File: config.mk
export PLATFORM = sky130hd
export DESIGN_NAME = nfc_bus_seq
export DESIGN_NICKNAME = d
export VERILOG_FILES = /design/src/rtl/nfc_pkg.sv /design/src/rtl/nfc_rb_sync.sv /design/src/rtl/nfc_strobe.sv /design/src/rtl/nfc_busy_watch.sv /design/src/rtl/nfc_bus_seq.sv
export SDC_FILE = /design/constraint.sdc
export NUM_CORES = 1
export LEC_CHECK = 0
export BUFFER_PORTS_ARGS = -buffer_cell sky130_fd_sc_hd__buf_2
export CORE_MARGIN = 1
export CORE_UTILIZATION = 50
export CTS_BUF_LIST = sky130_fd_sc_hd__clkbuf_4 sky130_fd_sc_hd__clkbuf_8
export CTS_CLUSTER_SIZE = 20
export DETAILED_ROUTE_END_ITERATION = 10
export GPL_ROUTABILITY_DRIVEN = 0
export MAX_ROUTING_LAYER = met4
export PLACE_DENSITY = 0.72
export SLEW_MARGIN = 0
export SYNTH_ARGS = -nofsm -noshare
export SYNTH_HDL_FRONTEND = slang
export SYNTH_SLANG_ARGS = --single-unit
File: constraint.sdc
create_clock -name clk -period 3.85 [get_ports clk]
set_input_delay 0.77 -clock clk [delete_from_list [all_inputs] [get_ports clk]]
set_output_delay 0.77 -clock clk [all_outputs]
set_load 0.005 [all_outputs]
File: src/rtl/nfc_pkg.sv
package nfc_pkg;

  typedef enum logic [2:0] {
    OP_RST = 3'd0,
    OP_RID = 3'd1,
    OP_STS = 3'd2,
    OP_PRD = 3'd3,
    OP_PRG = 3'd4,
    OP_RIN = 3'd5,
    OP_ERS = 3'd6,
    OP_NUL = 3'd7
  } nfc_op_e;

  typedef enum logic [2:0] {
    ST_IDLE, ST_CMD1, ST_ADDR, ST_WR, ST_CMD2, ST_WAIT, ST_RD, ST_FIN
  } nfc_st_e;

  // per-operation cycle profile
  typedef struct packed {
    logic [7:0] c1;     // first opcode
    logic [7:0] c2;     // confirm opcode
    logic       two;    // confirm opcode present
    logic [2:0] a0;     // first address byte index
    logic [2:0] an;     // number of address bytes
    logic       wr;     // write data phase
    logic       rd;     // read data phase
    logic       bw;     // busy wait
  } nfc_prof_t;

  function automatic nfc_prof_t op_profile(input logic [2:0] op);
    nfc_prof_t p;
    p = '0;
    case (op)
      OP_RST: begin p.c1 = 8'hFF; p.bw = 1'b1; end
      OP_RID: begin p.c1 = 8'h90; p.an = 3'd1; p.rd = 1'b1; end
      OP_STS: begin p.c1 = 8'h70; p.rd = 1'b1; end
      OP_PRD: begin p.c1 = 8'h00; p.c2 = 8'h30; p.two = 1'b1; p.an = 3'd5;
                    p.bw = 1'b1; p.rd = 1'b1; end
      OP_PRG: begin p.c1 = 8'h80; p.c2 = 8'h10; p.two = 1'b1; p.an = 3'd5;
                    p.wr = 1'b1; p.bw = 1'b1; end
      OP_RIN: begin p.c1 = 8'h85; p.an = 3'd2; p.wr = 1'b1; end
      OP_ERS: begin p.c1 = 8'h60; p.c2 = 8'hD0; p.two = 1'b1; p.a0 = 3'd2;
                    p.an = 3'd3; p.bw = 1'b1; end
      default: p = '0;
    endcase
    return p;
  endfunction

  // first stage at or after 'from' that the profile uses
  function automatic nfc_st_e next_stage(input logic [2:0] from, input nfc_prof_t p,
                                         input logic have_bytes);
    nfc_st_e r;
    if (from <= 3'd2 && p.an != 3'd0)               r = ST_ADDR;
    else if (from <= 3'd3 && p.wr && have_bytes)    r = ST_WR;
    else if (from <= 3'd4 && p.two)                 r = ST_CMD2;
    else if (from <= 3'd5 && p.bw)                  r = ST_WAIT;
    else if (from <= 3'd6 && p.rd && have_bytes)    r = ST_RD;
    else                                            r = ST_FIN;
    return r;
  endfunction

endpackage

File: src/rtl/nfc_rb_sync.sv
module nfc_rb_sync (
  input  logic clk,
  input  logic rst,
  input  logic rb_n_async,
  output logic rb_s
);
  logic meta;

  always_ff @(posedge clk) begin
    if (rst) begin
      meta <= 1'b1;
      rb_s <= 1'b1;
    end else begin
      meta <= rb_n_async;
      rb_s <= meta;
    end
  end
endmodule

File: src/rtl/nfc_strobe.sv
module nfc_strobe #(
  parameter int STB_LO = 2,
  parameter int STB_HI = 1
) (
  input  logic clk,
  input  logic rst,
  input  logic go,
  input  logic rd,
  output logic we_n,
  output logic re_n,
  output logic fin,
  output logic cap
);
  localparam int MAXP = (STB_LO > STB_HI) ? STB_LO : STB_HI;
  localparam int CW   = $clog2(MAXP + 1);

  typedef enum logic [1:0] {P_IDLE, P_LOW, P_HIGH} ph_e;
  ph_e           ph;
  logic [CW-1:0] cnt;
  logic          rd_q;

  always_ff @(posedge clk) begin
    if (rst) begin
      ph   <= P_IDLE;
      cnt  <= '0;
      rd_q <= 1'b0;
      we_n <= 1'b1;
      re_n <= 1'b1;
      fin  <= 1'b0;
    end else begin
      fin <= 1'b0;
      case (ph)
        P_IDLE: if (go) begin
          rd_q <= rd;
          if (rd) re_n <= 1'b0;
          else    we_n <= 1'b0;
          cnt <= CW'(STB_LO - 1);
          ph  <= P_LOW;
        end
        P_LOW: if (cnt == '0) begin
          we_n <= 1'b1;
          re_n <= 1'b1;
          cnt  <= CW'(STB_HI - 1);
          ph   <= P_HIGH;
        end else cnt <= cnt - 1'b1;
        P_HIGH: if (cnt == '0) begin
          fin <= 1'b1;
          ph  <= P_IDLE;
        end else cnt <= cnt - 1'b1;
        default: ph <= P_IDLE;
      endcase
    end
  end

  // the last low cycle of a read pulse: sample the bus at the rising edge
  assign cap = (ph == P_LOW) && (cnt == '0) && rd_q;

  assert_one_strobe_R7: assert property (@(posedge clk) disable iff (rst)
    !(!we_n && !re_n));
  assert_go_when_idle_R7: assert property (@(posedge clk) disable iff (rst)
    go |-> (ph == P_IDLE));
endmodule

File: src/rtl/nfc_busy_watch.sv
module nfc_busy_watch #(
  parameter int GUARD = 4,
  parameter int TMO_W = 24
) (
  input  logic             clk,
  input  logic             rst,
  input  logic             arm,
  input  logic             rb_s,
  input  logic [TMO_W-1:0] limit,
  output logic             rdy,
  output logic             expired
);
  localparam int GW = $clog2(GUARD + 1);

  typedef enum logic [1:0] {W_OFF, W_GUARD, W_POLL} wph_e;
  wph_e             ph;
  logic [GW-1:0]    gcnt;
  logic [TMO_W-1:0] tcnt;

  always_ff @(posedge clk) begin
    if (rst) begin
      ph      <= W_OFF;
      gcnt    <= '0;
      tcnt    <= '0;
      rdy     <= 1'b0;
      expired <= 1'b0;
    end else begin
      rdy     <= 1'b0;
      expired <= 1'b0;
      case (ph)
        W_OFF: if (arm) begin
          gcnt <= GW'(GUARD - 1);
          tcnt <= '0;
          ph   <= W_GUARD;
        end
        W_GUARD: if (gcnt == '0) ph <= W_POLL;
                 else gcnt <= gcnt - 1'b1;
        W_POLL: if (rb_s) begin
          rdy <= 1'b1;
          ph  <= W_OFF;
        end else if (tcnt >= limit) begin
          expired <= 1'b1;
          ph      <= W_OFF;
        end else tcnt <= tcnt + 1'b1;
        default: ph <= W_OFF;
      endcase
    end
  end

  assert_ready_seen_R8: assert property (@(posedge clk) disable iff (rst)
    rdy |-> $past(rb_s));
  assert_timeout_while_busy_R10: assert property (@(posedge clk) disable iff (rst)
    expired |-> $past(!rb_s));
endmodule

File: src/rtl/nfc_bus_seq.sv
module nfc_bus_seq
  import nfc_pkg::*;
#(
  parameter int COL_W  = 12,
  parameter int ROW_W  = 17,
  parameter int LEN_W  = 12,
  parameter int TMO_W  = 24,
  parameter int STB_LO = 2,
  parameter int STB_HI = 1,
  parameter int GUARD  = 4
) (
  input  logic             clk,
  input  logic             rst,
  input  logic             start,
  input  logic [2:0]       op,
  input  logic [COL_W-1:0] col,
  input  logic [ROW_W-1:0] row,
  input  logic [LEN_W-1:0] len,
  input  logic [TMO_W-1:0] tmo_limit,
  input  logic [7:0]       wr_data,
  output logic             wr_take,
  output logic [7:0]       rd_data,
  output logic             rd_valid,
  output logic             done,
  output logic             tmo_err,
  output logic             rej,
  output logic             ce_n,
  output logic             cle,
  output logic             ale,
  output logic             we_n,
  output logic             re_n,
  output logic [7:0]       io_out,
  output logic             io_oe,
  input  logic [7:0]       io_in,
  input  logic             rb_n
);
  localparam int AV_W = 40;

  logic             rb_s;
  nfc_st_e          st, st_n;
  logic [2:0]       op_q;
  logic [COL_W-1:0] col_q;
  logic [ROW_W-1:0] row_q;
  logic [LEN_W-1:0] len_q, bleft, bleft_n;
  logic [2:0]       aidx, aleft, aidx_n, aleft_n;
  logic             go, go_rd, fin, cap, arm, rdy, expd;
  logic             adv, accept, refuse, legal, busy_ok;
  nfc_prof_t        pf;
  logic [AV_W-1:0]  av;

  nfc_rb_sync u_sync (.clk(clk), .rst(rst), .rb_n_async(rb_n), .rb_s(rb_s));

  nfc_strobe #(.STB_LO(STB_LO), .STB_HI(STB_HI)) u_stb (
    .clk(clk), .rst(rst), .go(go), .rd(go_rd),
    .we_n(we_n), .re_n(re_n), .fin(fin), .cap(cap));

  nfc_busy_watch #(.GUARD(GUARD), .TMO_W(TMO_W)) u_bw (
    .clk(clk), .rst(rst), .arm(arm), .rb_s(rb_s), .limit(tmo_limit),
    .rdy(rdy), .expired(expd));

  assign pf      = op_profile((st == ST_IDLE) ? op : op_q);
  assign legal   = (op != OP_NUL);
  assign busy_ok = rb_s || (op == OP_RST) || (op == OP_STS);
  assign accept  = start && (st == ST_IDLE) && legal && busy_ok;
  assign refuse  = start && (st == ST_IDLE) && !(legal && busy_ok);
  assign av      = (AV_W'(row_q) << 16) | AV_W'(col_q);

  always_comb begin
    adv     = 1'b0;
    st_n    = st;
    aidx_n  = aidx;
    aleft_n = aleft;
    bleft_n = bleft;
    case (st)
      ST_IDLE: if (accept) begin
        adv = 1'b1; st_n = ST_CMD1; aidx_n = pf.a0; aleft_n = pf.an;
      end
      ST_CMD1: if (fin) begin
        adv = 1'b1; bleft_n = len_q;
        st_n = next_stage(3'd1, pf, len_q != '0);
      end
      ST_ADDR: if (fin) begin
        adv = 1'b1;
        if (aleft != 3'd1) begin
          aidx_n = aidx + 3'd1; aleft_n = aleft - 3'd1;
        end else st_n = next_stage(3'd3, pf, len_q != '0);
      end
      ST_WR: if (fin) begin
        adv = 1'b1;
        if (bleft != LEN_W'(1)) bleft_n = bleft - 1'b1;
        else st_n = next_stage(3'd4, pf, len_q != '0);
      end
      ST_CMD2: if (fin) begin
        adv = 1'b1; st_n = next_stage(3'd5, pf, len_q != '0);
      end
      ST_WAIT: if (expd) begin
        adv = 1'b1; st_n = ST_FIN;
      end else if (rdy) begin
        adv = 1'b1; st_n = next_stage(3'd6, pf, len_q != '0);
      end
      ST_RD: if (fin) begin
        adv = 1'b1;
        if (bleft != LEN_W'(1)) bleft_n = bleft - 1'b1;
        else st_n = ST_FIN;
      end
      default: st_n = ST_IDLE;
    endcase
  end

  always_ff @(posedge clk) begin
    if (rst) begin
      st <= ST_IDLE; op_q <= '0; col_q <= '0; row_q <= '0; len_q <= '0;
      aidx <= '0; aleft <= '0; bleft <= '0;
      ce_n <= 1'b1; cle <= 1'b0; ale <= 1'b0; io_oe <= 1'b0; io_out <= '0;
      go <= 1'b0; go_rd <= 1'b0; arm <= 1'b0;
      done <= 1'b0; rej <= 1'b0; tmo_err <= 1'b0;
      wr_take <= 1'b0; rd_valid <= 1'b0; rd_data <= '0;
    end else begin
      go <= 1'b0; arm <= 1'b0; done <= 1'b0; rej <= 1'b0;
      wr_take <= 1'b0; rd_valid <= 1'b0;
      if (refuse) rej <= 1'b1;
      if (cap) begin
        rd_data  <= io_in;
        rd_valid <= 1'b1;
      end
      if (accept) begin
        op_q <= op; col_q <= col; row_q <= row; len_q <= len;
        ce_n <= 1'b0; tmo_err <= 1'b0;
      end
      if (adv) begin
        aidx <= aidx_n; aleft <= aleft_n; bleft <= bleft_n;
        st   <= (st_n == ST_FIN) ? ST_IDLE : st_n;
        cle  <= 1'b0; ale <= 1'b0; io_oe <= 1'b0; go_rd <= 1'b0;
        case (st_n)
          ST_CMD1: begin cle <= 1'b1; io_oe <= 1'b1; io_out <= pf.c1; go <= 1'b1; end
          ST_ADDR: begin
            ale <= 1'b1; io_oe <= 1'b1; go <= 1'b1;
            io_out <= av[{aidx_n, 3'b000} +: 8];
          end
          ST_WR:   begin io_oe <= 1'b1; io_out <= wr_data; wr_take <= 1'b1; go <= 1'b1; end
          ST_CMD2: begin cle <= 1'b1; io_oe <= 1'b1; io_out <= pf.c2; go <= 1'b1; end
          ST_WAIT: arm <= 1'b1;
          ST_RD:   begin go <= 1'b1; go_rd <= 1'b1; end
          ST_FIN:  begin
            ce_n <= 1'b1; done <= 1'b1;
            if (st == ST_WAIT && expd) tmo_err <= 1'b1;
          end
          default: ;
        endcase
      end
    end
  end

  assert_latches_exclusive_R2: assert property (@(posedge clk) disable iff (rst)
    !(cle && ale));
  assert_oe_off_when_reading_R6: assert property (@(posedge clk) disable iff (rst)
    !re_n |-> !io_oe);
  assert_write_drives_bus_R5: assert property (@(posedge clk) disable iff (rst)
    !we_n |-> io_oe);
  assert_strobe_needs_ce_R8: assert property (@(posedge clk) disable iff (rst)
    (!we_n || !re_n) |-> !ce_n);
  assert_done_single_R8: assert property (@(posedge clk) disable iff (rst)
    done |=> !done);
  assert_refuse_keeps_idle_R9: assert property (@(posedge clk) disable iff (rst)
    rej |-> ce_n);
  assert_start_ignored_R11: assert property (@(posedge clk) disable iff (rst)
    (start && !ce_n) |=> !rej);
  assert_timeout_with_done_R10: assert property (@(posedge clk) disable iff (rst)
    $rose(tmo_err) |-> done);
endmodule

-- Word level (Yosys, flattened, before mapping)
Cells that the tools add are included.
- flip-flop bits (word level): 134
- input bits: 88
- output and inout port bits: 27
- word-level logic and storage cells: 235
- $add $sub $neg: 6
- $lt $le $gt $ge: 1
- eq/ne operators: 45
- shift-type cells: 1
- muxes and demuxes: 90
- bitwise logic cells: 4
- reductions and logical operators: 53
- operators by type and width (operator ; number):
    $mux W24 ; 3
    $mux W3 ; 23
    $pmux W24 S2 ; 1
    $pmux W8 S6 ; 1
    $shiftx A40 B7 Y8 ; 1
    $mux W12 ; 3
    $mux W1 ; 33
    $or A33 B12 Y33 ; 1
    $pmux W8 S4 ; 1
    $eq A3 B3 Y1 const B ; 10
    $pmux W9 S3 ; 1
    $add A24 B1 Y24 const B ; 1
    $ge A24 B24 Y1 ; 1
    $mux W2 ; 12
    $pmux W12 S2 ; 1
    $eq A3 B2 Y1 const B ; 7
    $pmux W3 S7 ; 1
    $ne A2 B2 Y1 const B ; 10
    $pmux W2 S3 ; 3
    $pmux W3 S2 ; 3
    $ne A2 B1 Y1 const B ; 7
    $reduce_or A2 Y1 ; 7
    $logic_not A3 Y1 ; 4
    $ne A12 B1 Y1 const B ; 1
    29 further kinds ; 64

-- Depth between registers and ports, before layout
- depth in word-level cells: 16
- gate-level depth with buffers: 13
- gate-level depth less buffers: 10

-- Cells and area by module
Synthesis repeated with hierarchy kept, for this count alone.
- cells, all modules: 1006
- area, all modules: 7932.6 um^2
- by module, submodules not included (module ; times used ; cells each ; area each (um^2) ; seq. area each (um^2)):
    nfc_bus_seq ; 1 ; 634 ; 4966.0 ; 1861.8
    nfc_busy_watch ; 1 ; 304 ; 2342.2 ; 620.6
    nfc_strobe ; 1 ; 64 ; 571.8 ; 160.2
    nfc_rb_sync ; 1 ; 4 ; 52.6 ; 40.0

-- Worst setup path before layout
No wires, ideal clock.
- path type: in2reg
- from: in tmo_limit[17]
- to: reg u_bw.tcnt[10]
- setup time: 70 ps
- arrival: 3148 ps
- path slack: 632 ps
- stages: 10
- path buffers: 0
- cells stage by stage: inv_1 ha_1 a21o_1 a21o_1 a21o_1 a2111oi_2 o211ai_1 and2_1 or4b_2 a21oi_1
- word-level cells in the longest chain between the ends: 3
- RTL lines (element ; RTL line ; source):
    from (decl) ; nfc_bus_seq.sv:19 ; input logic [TMO_W-1:0] tmo_limit,
    $ge A24 B24 Y1 ; nfc_busy_watch.sv:41 ; end else if (tcnt >= limit) begin
    $ne A2 B2 Y1 (no line) ; -- ;
    $reduce_and A4 Y1 (no line) ; -- ;
    to (signal assigned) ; nfc_busy_watch.sv:44 ; end else tcnt <= tcnt + 1'b1;
    to (decl) ; nfc_busy_watch.sv:18 ; logic [TMO_W-1:0] tcnt;
No other way between the ends.
A chain may end at the register's enable or synchronous reset.

-- Worst setup path after layout
- from: in tmo_limit[17]
- to: reg u_bw.tcnt[8]
Same word-level chain as after synthesis.

==> run_results.csv <==
group,metric,value,unit
clock_network,clk_pin_slew_worst_paths,80,ps
yosys,synth_top_cell_by_area,"dfxtp_1",
routing,drt_iter0_drc,623,
setup_path,reg2reg_depth,10,
global_route,overflow,0,
setup_path,crit_path_cell_trace,"buf_2 > inv_1 > ha_1 > a21o_1 > a21o_1 > a21o_1 > a2111oi_2 > o211ai_1 > and2_1 > buf_4 > or4_1 > a21oi_1",
setup_path,crit_required,4240,ps
yosys,synth_seq_cells,134,
clock_network,cts.sinks,134,
global_route,grt_pass1_wl,29740,um
routing,ant_nets,0,
timing,worstMarginPinSlew,762.3,ps
yosys,syn_area,7537,sq um
clock_network,cts_tree,"done",
run_status,status,"complete, but fails checks",
yosys,yosys_warnings,0,
setup_path,r2r_end,"u_bw.tcnt[8]$_SDFFE_PP0P_",
clock_network,cts_setup_buffers,0,
routing,first_pass_iters,9,
floorplanning,fp.dieW,124.8,um
routing,wirelength,17750,um
layout,fin_area,8641,sq um
layout,layout-drive-gt1-share,17.84,%
pwr,p_switching,0.0008529,W
layout,nets,1190,
clock_network,cts_resized,0,
floorplanning,die_area,15570,sq um
routing,wl_per_cell,14.06,um
yosys,yosysSeqAreaShare,35.59,%
setup_path,cp_common_cell,"a21o_1",
placement,placed_area,8212,sq um
hold_path,hold_path.class,"flip-flop to flip-flop",
yosys,synthMuxAreaShare,2.507,%
floorplanning,fp-row-count,44,
timing,setup-tns-final,0,ps
setup_path,path_max_fanout,24,
timing,fin_worst_skew,11.59,ps
clock_network,cts_made_buffers,17,
setup_path,cp.arrival,3370,ps
timing,finalSetupViolations,0,
floorplanning,die_h,124.8,um
yosys,synth-compound-area-share,22.53,%
global_route,grt_usage,24.03,%
hold_path,hold_path_end,"u_sync.rb_s$_SDFF_PP1_",
timing,post-route-min-period,2988,ps
routing,routed_via_density,5.510,
setup_path,slowest_stage,"or4_1",
placement,dp_hpwl,12710,um
yosys,postSynth.asyncResetShare,0,%
timing,slew_headroom,49.18,%
timing,max_freq,334.7,MHz
yosys,yosys.area_share.simple,25.25,%
setup_path,cp-start-kind,"input pin",
timing,period_share,77.61,%
timing,final_hold_viol_count,0,
layout,area_growth_syn_to_layout,14.64,%
setup_path,reg2reg_slack,860,ps
global_route,grt_max_degree,74,
setup_path,critPathKind,"input pin to flip-flop",
routing,drc_errors,19,
hold_path,hp-start,"u_sync.meta$_SDFF_PP1_",
hold_path,hold_path_depth,1,
pwr,p_total,0.003125,W
pwr,ir_worst_vdd,333.9,uV
yosys,synth_edf_count,0,
placement,port_buffers,114,
clock_network,worstSkewPairLatency,460,ps
setup_path,slowest_delay,510,ps
clock_network,cts_root_buf,"clkbuf_8",
yosys,avgSynthCellArea,7.738,sq um
pwr,power.share.switching,27.29,%
clock_network,postCtsHoldBufs,0,
global_route,grt_antenna_before_repair,2,
yosys,synth_top_area_share,35.59,%
pwr,combinationalPowerShare,12.7,%
floorplanning,core,14640,sq um
pwr,p_clk_share,39.8,%
timing,rsz0062_at_grt,"false",
pwr,power_density,361.7,nW/um^2
clock_network,cts.path.max_buffers,2,
run_status,violations,"DRC",
yosys,synthAdderAreaFrac,6.474,%
pwr,p_int,0.002272,W
timing,drv_slew,0,
run,maxCapViolations,0,
pwr,seqPwrFrac,47.5,%
global_route,grt_pass1_vias,6174,
setup_path,r2r-start,"u_bw.tcnt[17]$_SDFFE_PP0P_",
yosys,postSynthCellCount,974,
floorplanning,ios,115,
routing,via_count,6953,
yosys,synth_nets,1101,
yosys,yosys_most_used_dff,"dfxtp_1",
pwr,p_leak,3.556,nW
floorplanning,start_util,51.47,%
setup_path,end_kind,"flip-flop",
yosys,synth_top_family_by_area,"simple AND/OR/NAND/NOR gates",
yosys,ys_types,67,
clock_network,cts_max_level,4,
yosys,synth_xor_area_share,1.627,%
yosys,synth.area.top_cells,"dfxtp_1 36%, nand2_1 7.6%, a21oi_1 7.3%",
[worst max-delay path, delay by kind of cell]
kind	cells	cell delay, ps
AO/OA/AOI/OAI	6	1230
AND/OR/NAND/NOR	2	750
buffers and inverters	3	330
adder cells (fa/ha/maj)	1	290
[sequential cells by signal, summed over array words and instances, names as in the netlist, 2 cells and up]
| signal | flops |
|---|---|
| u_bw.tcnt | 24 |
| row_q | 17 |
| bleft | 12 |
| col_q | 12 |
| len_q | 12 |
| io_out | 8 |
| rd_data | 8 |
| aidx | 3 |
| aleft | 3 |
| op_q | 3 |
| st | 3 |
| u_bw.gcnt | 3 |
| u_bw.ph | 2 |
| u_stb.cnt | 2 |
| u_stb.ph | 2 |
[stage by stage]
| step | utilization, % | worst slack, ps | instances | hold WS (ps) |
|---|---|---|---|---|
| 2_1_floorplan | - | 631.8 | 974 | 389.5 |
| 3_3_place_gp | 56.07 | 443.9 | 1228 | 392.1 |
| 3_5_place_dp | 56.07 | 405.3 | 1228 | 397.8 |
| 4_1_cts | 58.97 | 869.4 | 1260 | 418.4 |
| 5_1_grt | 59.01 | 572.9 | 1262 | 439.5 |
| 6_report | 59.01 | 862.0 | 1262 | 415.9 |
[layer usage]
metal / vias to the layer above / GRT usage, % / part of all wire, %
met5: - / - / 0
met4: 0 / 8.206 / 1.7
met3: 24 / 5.541 / 4.9
met2: 172 / 36.25 / 44
met1: 3136 / 31.51 / 49
li1: 3621 / - / -
[power by group through the flow]
stage / Clock (W) / Combinational (W) / Sequential, W
2_1_floorplan: 0 / 0.000278 / 0.00150
3_3_place_gp: 0 / 0.000392 / 0.00152
3_5_place_dp: 0 / 0.000396 / 0.00152
4_1_cts: 0.00127 / 0.000398 / 0.00148
5_1_grt: 0.00134 / 0.000447 / 0.00149
6_report: 0.00124 / 0.000397 / 0.00148
[Yosys cell counts, drive strengths merged, types with 9 or more instances]
| library cell | number |
|---|---|
| inv | 50 |
| o21a | 12 |
| a211oi | 26 |
| nand2 | 153 |
| nand3 | 30 |
| or3 | 15 |
| dfxtp | 134 |
| mux2i | 11 |
| and2 | 10 |
| xnor2 | 10 |
| ha | 39 |
| nand2b | 13 |
| a22oi | 12 |
| buf | 17 |
| clkbuf | 44 |
| nor3b | 10 |
| nor2 | 65 |
| o21ai | 44 |
| nor3 | 26 |
| nor2b | 19 |
| nand4 | 9 |
| a21oi | 110 |
[worst max-delay path by stage]
| stage | from | end | cells past startpoint |
|---|---|---|---|
| after detailed placement | tmo_limit[17] | u_bw.tcnt[6]$_SDFFE_PP0P_ | 12 |
| after floorplan | tmo_limit[17] | u_bw.tcnt[10]$_SDFFE_PP0P_ | 10 |
| final | tmo_limit[17] | u_bw.tcnt[8]$_SDFFE_PP0P_ | 12 |
| after CTS | u_bw.tcnt[17]$_SDFFE_PP0P_ | u_bw.tcnt[8]$_SDFFE_PP0P_ | 10 |
| after global placement | tmo_limit[17] | u_bw.tcnt[8]$_SDFFE_PP0P_ | 12 |
| after global routing | st[0]$_SDFFE_PP0P_ | io_out[7]$_SDFFE_PP0P_ | 9 |
[cell families after synthesis]
group | after synthesis
compound gates | 270
xor+xnor | 14
fa+ha+maj | 39
buf+inv | 111
flops | 134
mux | 17
simple gates | 389
[placed cells by master, fill, tap and decap left out, drive strengths merged, types with 6 or more instances in the layout]
| cell type | n |
|---|---|
| nand2 | 153 |
| dfxtp | 134 |
| buf | 131 |
| a21oi | 110 |
| nor2 | 65 |
| inv | 52 |
| o21ai | 44 |
| ha | 39 |
| nand3 | 30 |
| a211oi | 26 |
| nor3 | 26 |
| nor2b | 19 |
| clkbuf | 18 |
| or3 | 15 |
| nand2b | 13 |
| a22oi | 12 |
| o21a | 12 |
| mux2i | 11 |
| and2 | 10 |
| xnor2 | 10 |
| nor3b | 10 |
| nand4 | 9 |
| and3 | 8 |
| a21o | 8 |
| or2 | 8 |
| a31oi | 7 |
| o21bai | 6 |
| o211ai | 6 |
| nor4 | 6 |
[layout make-up]
class                           instances  area (sq um)
Fill cell                            1367          6003
Multi-Input combinational cell        729          4410
Sequential cell                       134          2683
Timing Repair Buffer                  131         700.7
Clock buffer                           18         247.7
Tap cell                              184         230.2
Inverter                               50         187.7
Clock inverter                         14         176.4
Antenna cell                            2         5.005
(Power assumes the default switching activity.)
